`config.mk`:
```
export PLATFORM = sky130hd
export DESIGN_NAME = vsc_top
export DESIGN_NICKNAME = d
export VERILOG_FILES = /design/src/rtl/vsc_pkg.sv /design/src/rtl/vsc_sync.sv /design/src/rtl/vsc_regs.sv /design/src/rtl/vsc_gate.sv /design/src/rtl/vsc_counter.sv /design/src/rtl/vsc_top.sv
export SDC_FILE = /design/constraint.sdc
export NUM_CORES = 1
export LEC_CHECK = 0
export BUFFER_PORTS_ARGS = -buffer_cell sky130_fd_sc_hd__buf_2
export CAP_MARGIN = 15
export CORE_MARGIN = 10
export CORE_UTILIZATION = 47
export CTS_BUF_LIST = sky130_fd_sc_hd__clkbuf_4 sky130_fd_sc_hd__clkbuf_8
export DETAILED_ROUTE_END_ITERATION = 12
export HOLD_SLACK_MARGIN = 0.15
export MAX_ROUTING_LAYER = met4
export PLACE_DENSITY = 0.78
export SYNTH_ARGS = -nofsm -noshare
export SYNTH_HDL_FRONTEND = slang
export SYNTH_SLANG_ARGS = --single-unit
```
`constraint.sdc`:
```
create_clock -name clk -period 2.5 [get_ports clk]
set_input_delay 0.25 -clock clk [delete_from_list [all_inputs] [get_ports clk]]
set_output_delay 0.25 -clock clk [all_outputs]
set_load 0.02 [all_outputs]
```
`src/rtl/vsc_pkg.sv`:
```
// Package: shared types and helpers for the vector step controller.
// Assumes: configuration is 8 bits wide, with bit 0 used only as a command.
package vsc_pkg;

    localparam int SEL_W   = 3;
    localparam int NUM_SRC = 5;

    // Stored configuration fields (bit 0 is a command, not stored)
    typedef struct packed {
        logic step_fall;     // bit 7
        logic en_high;       // bit 6
        logic stop_fall;     // bit 5
        logic start_fall;    // bit 4
        logic en_always;     // bit 3
        logic start_needed;  // bit 2 (0 = force start)
        logic stop_ignored;  // bit 1 (0 = stop enabled)
    } vsc_cfg_t;

    // Returns 1 when the sampled pair shows an edge of the chosen polarity
    function automatic logic edge_seen(input logic lvl, input logic prev,
                                       input logic fall);
        return fall ? (prev & ~lvl) : (lvl & ~prev);
    endfunction

endpackage

```
`src/rtl/vsc_sync.sv`:
```
// Module: multi-bit synchronizer with one extra history stage.
// Assumes: each bit is independent; lvl is the settled sample and prev the
// sample one cycle older, so callers detect edges from the pair.
module vsc_sync #(
    parameter int W      = 8,
    parameter int STAGES = 2
) (
    input  logic         clk,
    input  logic         rst_n,
    input  logic [W-1:0] d,
    output logic [W-1:0] lvl,
    output logic [W-1:0] prev
);
    logic [W-1:0] stage_q [STAGES];

    genvar g;
    generate
        for (g = 0; g < STAGES; g++) begin : g_stage
            if (g == 0) begin : g_first
                // First stage captures the asynchronous inputs
                always_ff @(posedge clk) begin
                    if (!rst_n) stage_q[0] <= '0;
                    else        stage_q[0] <= d;
                end
            end else begin : g_next
                // Later stages settle the sample
                always_ff @(posedge clk) begin
                    if (!rst_n) stage_q[g] <= '0;
                    else        stage_q[g] <= stage_q[g-1];
                end
            end
        end
    endgenerate

    // History stage for edge detection
    always_ff @(posedge clk) begin
        if (!rst_n) prev <= '0;
        else        prev <= stage_q[STAGES-1];
    end

    assign lvl = stage_q[STAGES-1];
endmodule

```
`src/rtl/vsc_regs.sv`:
```
// Module: write port holding the configuration and source-select registers.
// Assumes: one write per cycle; a configuration write with bit 0 set is a
// clear command and changes no stored field.
module vsc_regs
    import vsc_pkg::*;
(
    input  logic             clk,
    input  logic             rst_n,
    input  logic             wr_en,
    input  logic             wr_sel,
    input  logic [7:0]       wr_data,
    output vsc_cfg_t         cfg,
    output logic [SEL_W-1:0] src_sel,
    output logic             cmd_clear,
    output logic             cmd_force
);
    logic cfg_wr;
    logic sel_wr;

    // Decode the write into register updates and gate commands
    always_comb begin
        cfg_wr    = wr_en & wr_sel & ~wr_data[0];
        sel_wr    = wr_en & ~wr_sel;
        cmd_clear = wr_en & wr_sel & wr_data[0];
        cmd_force = cfg_wr & ~wr_data[2];
    end

    // Configuration register
    always_ff @(posedge clk) begin
        if (!rst_n)      cfg <= '0;
        else if (cfg_wr) cfg <= vsc_cfg_t'(wr_data[7:1]);
    end

    // Source-select register
    always_ff @(posedge clk) begin
        if (!rst_n)      src_sel <= '0;
        else if (sel_wr) src_sel <= wr_data[SEL_W-1:0];
    end

    // a clear command leaves stored configuration untouched
    a_r7_clear_keeps_cfg: assert property (@(posedge clk) disable iff (!rst_n)
        (cmd_clear && !cfg_wr) |=> $stable(cfg));
endmodule

```
`src/rtl/vsc_gate.sv`:
```
// Module: start/stop gate deciding whether source edges may step.
// Assumes: inputs are synchronized level/history pairs; command pulses are
// one cycle. Priority: clear command, then STOP, then START or force start.
module vsc_gate
    import vsc_pkg::*;
(
    input  logic     clk,
    input  logic     rst_n,
    input  vsc_cfg_t cfg,
    input  logic     start_lvl,
    input  logic     start_prev,
    input  logic     stop_lvl,
    input  logic     stop_prev,
    input  logic     cmd_clear,
    input  logic     cmd_force,
    output logic     gate_open
);
    logic start_hit;
    logic stop_hit;

    // Qualify START and STOP edges against their polarity and enables
    always_comb begin
        start_hit = cfg.start_needed &
                    edge_seen(start_lvl, start_prev, cfg.start_fall);
        stop_hit  = ~cfg.stop_ignored &
                    edge_seen(stop_lvl, stop_prev, cfg.stop_fall);
    end

    // Gate state with clear > stop > start priority
    always_ff @(posedge clk) begin
        if (!rst_n)                      gate_open <= 1'b0;
        else if (cmd_clear)              gate_open <= 1'b0;
        else if (stop_hit)               gate_open <= 1'b0;
        else if (start_hit || cmd_force) gate_open <= 1'b1;
    end

    // an enabled STOP edge always leaves the gate closed
    a_r6_stop_closes: assert property (@(posedge clk) disable iff (!rst_n)
        stop_hit |=> !gate_open);

    // the clear command always leaves the gate closed
    a_r7_clear_closes: assert property (@(posedge clk) disable iff (!rst_n)
        cmd_clear |=> !gate_open);

    // a force-start write opens the gate unless stopped at once
    a_r5_force_opens: assert property (@(posedge clk) disable iff (!rst_n)
        (cmd_force && !stop_hit) |=> gate_open);
endmodule

```
`src/rtl/vsc_counter.sv`:
```
// Module: vector address counter and drive data register.
// Assumes: step is a one-cycle pulse; ld wins over step; count stops at 0.
module vsc_counter #(
    parameter int ADDR_W = 12,
    parameter int DATA_W = 16
) (
    input  logic              clk,
    input  logic              rst_n,
    input  logic              ld,
    input  logic [ADDR_W-1:0] ld_value,
    input  logic              step,
    input  logic              drive_mode,
    input  logic [DATA_W-1:0] vec_data,
    output logic [ADDR_W-1:0] addr,
    output logic [DATA_W-1:0] dout,
    output logic              done
);
    localparam logic [ADDR_W-1:0] ONE = ADDR_W'(1);

    // Address counter: load, or decrement on a step while nonzero
    always_ff @(posedge clk) begin
        if (!rst_n)                  addr <= '0;
        else if (ld)                 addr <= ld_value;
        else if (step && addr != 0)  addr <= addr - ONE;
    end

    // Drive data capture on each step in drive mode
    always_ff @(posedge clk) begin
        if (!rst_n)                  dout <= '0;
        else if (step && drive_mode) dout <= vec_data;
    end

    assign done = (addr == '0);

    // a step without load lowers the address by exactly one
    a_r9_decrement: assert property (@(posedge clk) disable iff (!rst_n)
        (step && !ld) |=> (addr == $past(addr) - ONE));

    // the counter never wraps from zero without a load
    a_r10_no_wrap: assert property (@(posedge clk) disable iff (!rst_n)
        (!ld && addr == '0) |=> (addr == '0));

    // load mode never changes the captured data
    a_r9_load_mode_holds: assert property (@(posedge clk) disable iff (!rst_n)
        !drive_mode |=> $stable(dout));
endmodule

```
`src/rtl/vsc_top.sv`:
```
// Module: vector step start/stop controller top.
// Assumes: all source and control inputs are asynchronous to clk and stay
// at each level for at least two clk cycles.
module vsc_top
    import vsc_pkg::*;
#(
    parameter int ADDR_W      = 12,
    parameter int DATA_W      = 16,
    parameter int SYNC_STAGES = 2
) (
    input  logic              clk,
    input  logic              rst_n,
    input  logic              wr_en,
    input  logic              wr_sel,
    input  logic [7:0]        wr_data,
    input  logic              ld,
    input  logic [ADDR_W-1:0] ld_value,
    input  logic              drive_mode,
    input  logic [DATA_W-1:0] vec_data,
    input  logic              src_drv,
    input  logic              src_pod,
    input  logic              src_osc,
    input  logic              src_strobe,
    input  logic              src_dec,
    input  logic              ext_enable,
    input  logic              ext_start,
    input  logic              ext_stop,
    output logic              step_pulse,
    output logic [ADDR_W-1:0] addr,
    output logic              done,
    output logic [DATA_W-1:0] dout
);
    localparam int IN_W   = NUM_SRC + 3;
    localparam int IDX_EN = NUM_SRC;
    localparam int IDX_ST = NUM_SRC + 1;
    localparam int IDX_SP = NUM_SRC + 2;

    vsc_cfg_t         cfg;
    logic [SEL_W-1:0] src_sel;
    logic             cmd_clear, cmd_force, gate_open;
    logic [IN_W-1:0]  raw_in, s_lvl, s_prev;
    logic             sel_lvl, sel_prev, en_ok, step_d;

    // Pod sync enters inverted so vectors change on its falling edge
    assign raw_in = {ext_stop, ext_start, ext_enable,
                     src_dec, src_strobe, src_osc, ~src_pod, src_drv};

    vsc_sync #(.W(IN_W), .STAGES(SYNC_STAGES)) u_sync (
        .clk(clk), .rst_n(rst_n), .d(raw_in), .lvl(s_lvl), .prev(s_prev)
    );

    vsc_regs u_regs (
        .clk(clk), .rst_n(rst_n), .wr_en(wr_en), .wr_sel(wr_sel),
        .wr_data(wr_data), .cfg(cfg), .src_sel(src_sel),
        .cmd_clear(cmd_clear), .cmd_force(cmd_force)
    );

    vsc_gate u_gate (
        .clk(clk), .rst_n(rst_n), .cfg(cfg),
        .start_lvl(s_lvl[IDX_ST]), .start_prev(s_prev[IDX_ST]),
        .stop_lvl(s_lvl[IDX_SP]),  .stop_prev(s_prev[IDX_SP]),
        .cmd_clear(cmd_clear), .cmd_force(cmd_force), .gate_open(gate_open)
    );

    // Source multiplexer; unused codes select a constant low
    always_comb begin
        sel_lvl  = 1'b0;
        sel_prev = 1'b0;
        for (int i = 0; i < NUM_SRC; i++) begin
            if (src_sel == SEL_W'(i)) begin
                sel_lvl  = s_lvl[i];
                sel_prev = s_prev[i];
            end
        end
    end

    // Enable qualification and step decision
    always_comb begin
        en_ok  = cfg.en_always | (s_lvl[IDX_EN] == cfg.en_high);
        step_d = edge_seen(sel_lvl, sel_prev, cfg.step_fall) &
                 gate_open & en_ok & ~done;
    end

    // Registered one-cycle step pulse
    always_ff @(posedge clk) begin
        if (!rst_n) step_pulse <= 1'b0;
        else        step_pulse <= step_d;
    end

    vsc_counter #(.ADDR_W(ADDR_W), .DATA_W(DATA_W)) u_cnt (
        .clk(clk), .rst_n(rst_n), .ld(ld), .ld_value(ld_value),
        .step(step_d), .drive_mode(drive_mode), .vec_data(vec_data),
        .addr(addr), .dout(dout), .done(done)
    );

    // the step pulse never lasts two cycles
    a_r8_one_cycle: assert property (@(posedge clk) disable iff (!rst_n)
        step_pulse |=> !step_pulse);

    // unused select codes never produce a step
    a_r2_unused_code: assert property (@(posedge clk) disable iff (!rst_n)
        (src_sel >= SEL_W'(NUM_SRC)) |=> !step_pulse);

    // no step may be issued while the counter sits at zero
    a_r10_idle_at_done: assert property (@(posedge clk) disable iff (!rst_n)
        (done && !ld) |=> !step_pulse);

    // with the gate closed no step follows
    a_r6_closed_gate: assert property (@(posedge clk) disable iff (!rst_n)
        !gate_open |=> !step_pulse);
endmodule

```
# Word level (Yosys, flattened, before mapping)
# Memory sizes are Yosys's and may differ from the RTL's.
# Index checks and enable logic that the tools add are counted.
[totals] reg_bits=48 latch_bits=0 ramBits=16 romBits=0 output_inout_bits=30 wordCells=79 n_memories=1
[classes] n_addsub=1 multipliers=0 div=0 magnitude_cmp=0 n_eq_ne=5 shifts=0 n_mux=19 bitwise_logic=32 n_reduce_logical=8
[memory_table] name="u_sync.stage_q" depth=2 width=8 read_ports=2 rd_ports_with_merged_regs=0 wr=2 line_no="vsc_sync.sv:14" text="logic [W-1:0] stage_q [STAGES];"
[ops] op="two-way mux 12 bit" count=2
[ops] op="AND 1 bit" count=16
[ops] op="two-way mux 8 bit" count=2
[ops] op="two-way mux 1 bit" count=15
[ops] op="NOT 1 bit" count=13
[ops] op="zero test 12 bit" count=1
[ops] op="nonzero test 12 bit" count=1
[ops] op="subtractor 12 x 1 -> 12 bit, second input constant" count=1
[ops] op="== test 3 x 2 -> 1 bit, second input constant" count=2
[ops] op="== test 3 x 1 -> 1 bit, second input constant" count=1
[ops] op="== test 3 bit, second input constant" count=1
[ops] op="zero test 3 bit" count=1
[ops] op="OR 1 bit" count=3
[ops] op="OR reduction 3 bit" count=1
[ops] op="logical AND 1 bit" count=2
[ops] op="nonzero test 2 bit" count=1
[ops] op="== test 1 bit" count=1
[ops] op="logical OR 1 bit" count=1

# Logic depth before layout (Yosys ltp)
[logic_depth] ltp_word=15 depth_mapped=9 depth_no_buf=8

# Hierarchy
# Synthesis repeated with hierarchy kept, for this count alone.
[unflattened] hier_cells=296 area_unflattened_um2=2745.1
[by_module_without_submodules] mod="vsc_counter" n_inst=1 cells_per_inst=164 area_each_um2=1335.0 seq_area_each_um2=560.5
[by_module_without_submodules] mod="vsc_sync" n_inst=1 cells_per_inst=50 area_each_um2=675.6 seq_area_each_um2=480.5
[by_module_without_submodules] mod="vsc_regs" n_inst=1 cells_per_inst=44 area_each_um2=415.4 seq_area_each_um2=200.2
[by_module_without_submodules] mod="vsc_top" n_inst=1 cells_per_inst=29 area_each_um2=234.0 seq_area_each_um2=20.0
[by_module_without_submodules] mod="vsc_gate" n_inst=1 cells_per_inst=9 area_each_um2=85.1 seq_area_each_um2=20.0

# Worst setup path after synthesis
# OpenSTA, ideal clock, no wires.
[synth_timing] path_type="flip-flop to flip-flop" start="register u_cnt.addr[0]" end="register u_cnt.dout[10]" setup_ns=0.129 t_arrival_ns=2.851 required_ns=2.371 path_slack_ns=-0.480 path_stages_with_launch=9 n_path_buf=1 synth_period_minus_slack_ns=2.980 path_cell_list="dfxtp_1 > inv_1 > ha_1 > or4b_1 > nor4_1 > nor2_1 > o211ai_1 > clkbuf_1 > o21ai_0"
[synth_via] elab_chain_cells=4
[synth_rtl] element="start: declaration" line_no="vsc_counter.sv:14" text="output logic [ADDR_W-1:0] addr,"
[synth_rtl] element="start signal: assignment" line_no="vsc_counter.sv:23" text="else if (ld) addr <= ld_value;"
[synth_rtl] element="start signal: assignment" line_no="vsc_counter.sv:24" text="else if (step && addr != 0) addr <= addr - ONE;"
[synth_rtl] element="zero test 12 bit" line_no="vsc_counter.sv:33" text="assign done = (addr == '0);"
[synth_rtl] element="named net done" line_no="vsc_top.sv:30" text="output logic done,"
[synth_rtl] element="NOT 1 bit" line_no="vsc_top.sv:81" text="gate_open & en_ok & ~done;"
[synth_rtl] element="AND 1 bit" line_no="vsc_top.sv:81"
[synth_rtl] element="logical AND 1 bit" line_no="vsc_counter.sv:30" text="else if (step && drive_mode) dout <= vec_data;"
[synth_rtl] element="end signal: assignment" line_no="vsc_counter.sv:30"
[synth_rtl] element="end: declaration" line_no="vsc_counter.sv:15" text="output logic [DATA_W-1:0] dout,"
# The timed path passes the listed nets, and every way through them passes these cells.
# A chain may end at the register's enable or synchronous reset.

# Final worst setup path
[layout_timing] start="register u_regs.src_sel[0]" end="register u_cnt.addr[11]"
[layout_via] elab_chain_cells=14
[layout_rtl] element="start: declaration" line_no="vsc_regs.sv:13" text="output logic [SEL_W-1:0] src_sel,"
[layout_rtl] element="start signal: assignment" line_no="vsc_regs.sv:37" text="else if (sel_wr) src_sel <= wr_data[SEL_W-1:0];"
[layout_rtl] element="zero test 3 bit" line_no="vsc_top.sv:70" text="if (src_sel == SEL_W'(i)) begin"
[layout_rtl] element="two-way mux 1 bit (5 in a row)" line_no="vsc_top.sv:70"
[layout_rtl] element="NOT 1 bit" line_no="vsc_pkg.sv:22" text="return fall ? (prev & ~lvl) : (lvl & ~prev);"
[layout_rtl] element="AND 1 bit" line_no="vsc_pkg.sv:22"
[layout_rtl] element="two-way mux 1 bit *" line_no="vsc_pkg.sv:22"
[layout_rtl] element="AND 1 bit *" line_no="vsc_top.sv:80" text="step_d = edge_seen(sel_lvl, sel_prev, cfg.step_fall) &"
[layout_rtl] element="AND 1 bit * (2 in a row)" line_no="vsc_top.sv:81"
[layout_rtl] element="logical AND 1 bit *" line_no="vsc_counter.sv:24"
[layout_rtl] element="nonzero test 2 bit (no line) *"
# Mark *: on every way between the ends. The rest lies on a longest branch, timed or not.

==> impl_metrics.csv <==
group,metric,value,unit
run_status,status,"completed",
setup_path,crit_path_start_kind,"flop",
logic_synthesis,avgSynthCellArea,9.22,µm²
grt,grt_first_pass_wirelength,9.80,mm
finish,layout.nets,412,
grt,overflow,0,
logic_synthesis,yosysTopAreaCell,"dfxtp_1",
logic_synthesis,yosys.cell_types.count,39,
finish,layout-drive-gt1-share,29.7,%
grt,antenna_found_initial,0,
timing,final_hold_viol_count,0,
timing,tns,0,ns
placed_design,dp_worst_setup_slack,0.0869,ns
timing,layout_setup_ws,0.159,ns
setup_path,end_kind,"flop",
clock_network,clock-sinks,63,
detailed_routing,dr_total_vias,2133,
detailed_routing,antenna_left,0,
timing,min_period,2.34,ns
logic_synthesis,yosys_register_bits,63,
placed_design,placed_area,2950,µm²
floorplanning,die_w,92.3,µm
timing,fin_skew,0.0121,ns
floorplanning,io_pins,80,
placed_design,port_buffers,79,
setup_path,slowest_delay,0.50,ns
timing,setup_violations,0,
logic_synthesis,synth_warnings,0,
clock_network,cts-htree-levels,3,
worst_hold_path,hp-class,"in2reg",
detailed_routing,drc_errors,0,
finish,multi_input_comb_area,1140,µm²
logic_synthesis,yosysTopAreaCellShare,51.4,%
setup_path,cp_data_required_time,2.76,ns
logic_synthesis,synth_edf_count,0,
finish,stdcell_area,3280,µm²
logic_synthesis,ys_top_cells_by_area,"dfxtp_1 51%, o21ai_0 5.9%, and2_1 5.6%",
floorplanning,die_h,92.3,µm
finish,diodes,0,
logic_synthesis,syn_nets,317,
timing,final.period_utilization,93.6,%
grt,grt_max_degree,68,
power_and_ir_drop,powerDensity,651,nW/µm²
placed_design,dp_hpwl,4.20,mm
timing,worstMarginPinSlew,0.553,ns
logic_synthesis,synth-seq-area-share,51.4,%
floorplanning,start_util,48.3,%
detailed_routing,dr.first_iter.drc_count,83,
finish,synthToLayoutAreaGrowth,33.8,%
setup_path,critPathKind,"reg2reg",
logic_synthesis,syn_area,2450,µm²
logic_synthesis,syn_inst,266,
setup_path,slowest_stage,"mux4_2",
setup_path,cp_num_buf_inv,0,
power_and_ir_drop,leakage,1.48,nW
placed_design,place.gp.congestion,0.880,
clock_network,cts_root_buf,"clkbuf_8",
detailed_routing,via_per_inst,4.91,
timing,max_clock_freq,427,MHz
finish,final-seq-area,1260,µm²
power_and_ir_drop,power,2.14,mW
detailed_routing,firstDrtPassIters,4,
power_and_ir_drop,vdd_drop_max,0.437,mV
clock_network,post_cts_buffers,0,
run,cap_violations,0,
grt,track_usage,14.4,%
finish,nFillCells,458,
detailed_routing,wirelength,5.76,mm
timing,grt_setup_unrepaired,"false",
timing,relSlewSlack,63.1,%
logic_synthesis,ys.flop_type,"dfxtp_1",
detailed_routing,wl_per_cell,13.3,µm
timing,slew_violations,0,
clock_network,cts_buffer_depth,2,
floorplanning,core_area,5070,µm²
logic_synthesis,async_flop_share,0,%
setup_path,crit_family,"multiplexers",
floorplanning,dieArea,8510,µm²
clock_network,path_clk_slew,0.07,ns
setup_path,cp_data_arrival_time,2.60,ns
setup_path,path_cells,"mux4_2 > mux2_2 > a211oi_4 > o211ai_2 > or4_1 > a31oi_1",
grt,grt_pass1_vias,2227,
floorplanning,rows,26,
setup_path,critPathMaxFanout,8,
clock_network,cts_buffers,9,
clock_network,cts_tree,"done",
clock_network,clkLatencyLatePin,0.33,ns
kinds of logic after synthesis:
group,count (synthesis),synth area share (%)
fa+ha+maj,1,0.510
xor+xnor,8,2.86
flops,63,51.4
simple gates,104,21.4
mux,14,6.37
compound gates,57,14.5
buf+inv,19,3.01
flip-flops by register name, summed over array words and instances (netlist names):
register	cells
u_cnt.addr	12
step_pulse	1
u_regs.cfg	7
u_cnt.dout	16
u_sync.stage_q	16
u_sync.prev	7
u_regs.src_sel	3
u_gate.gate_open	1
synth_stat cells, drive strengths merged (2+ instances only):
cell type  number
and2           22
o31ai           4
nand3          20
nand2          21
o21ai          31
mux2i          10
a211oi          2
nor2           23
buf             2
o211ai          5
xnor2           3
nor3            3
or3             3
mux2            3
dfxtp          63
a31oi           5
xor2            5
clkbuf         13
a21oi           6
inv             4
or4             4
o2111ai         2
path summary, 6_finish.rpt:
| check | endpoint | slack [ns] | start | cells past startpoint |
|---|---|---|---|---|
| worst max register to register | u_cnt.addr[11]$_SDFFE_PN0P_ | 0.16 | u_regs.src_sel[0]$_SDFFE_PN0P_ | 6 |
| worst max-delay path | u_cnt.addr[11]$_SDFFE_PN0P_ | 0.16 | u_regs.src_sel[0]$_SDFFE_PN0P_ | 6 |
| worst min register to register | u_sync.stage_q[1][5]$_SDFF_PN0_ | 0.43 | u_sync.stage_q[0][5]$_SDFF_PN0_ | 1 |
| worst min-delay path | u_regs.cfg[3]$_SDFFE_PN0P_ | 0.15 | wr_data[4] | 3 |
stage by stage:
step | std cells | util (%) | hold slack (ns)
after CTS | 434 | 64.6 | 0.151
after global routing | 434 | 64.7 | 0.157
final | 434 | 64.7 | 0.153
after global placement | 406 | 58.1 | 0.404
after floorplan | 266 | - | 0.317
after detailed placement | 406 | 58.1 | 0.414
report_power, final:
part           switching, mW  internal [mW]
Combinational          0.114          0.106
Sequential            0.0282           1.04
Clock                  0.362          0.487
Total                  0.504           1.63
routing by layer:
metal / vias up / global-route usage, % / wire, µm
li1: 1111 / - / -
met4: 0 / 5.53 / 128
met2: 62 / 22.4 / 2620
met1: 947 / 16.0 / 2630
met5: - / - / 0
met3: 13 / 5.95 / 387
tightest hold or removal path: cells and delay by family:
family,cells,cell delay (ns)
simple gates,1,0.07
mux,1,0.06
buf+inv,1,0.07
timing repair:
item                       CTS  global route
setup endpoints to repair    0             3
hold buffers                14             0
hold endpoints to repair    14             0
resized for setup            0             1
layout make-up:
type | instances | area share (%)
clock inverters | 3 | 1.37
clock buffers | 11 | 4.42
multi-input cells | 184 | 34.6
inverters | 4 | 0.457
well taps | 70 | 2.67
flip-flops and latches | 63 | 38.4
repair buffers | 99 | 18.1
cell usage in the layout, fill, tap and decap left out, types with 4 or more instances in the layout:
master	synthesis	final
a21oi_1	6	6
a31oi_1	5	5
and2_1	22	22
buf_2	2	79
buf_4	0	5
clkbuf_8	0	10
dfxtp_1	63	63
dlygate4sd3_1	0	14
inv_1	4	4
mux2i_1	10	10
nand2_1	21	21
nand3_1	20	20
nor2_1	23	22
o211ai_1	4	4
o21ai_0	29	29
o31ai_1	4	4
or4_1	4	4
xor2_1	5	5
Power figures use the tool's default switching activity.
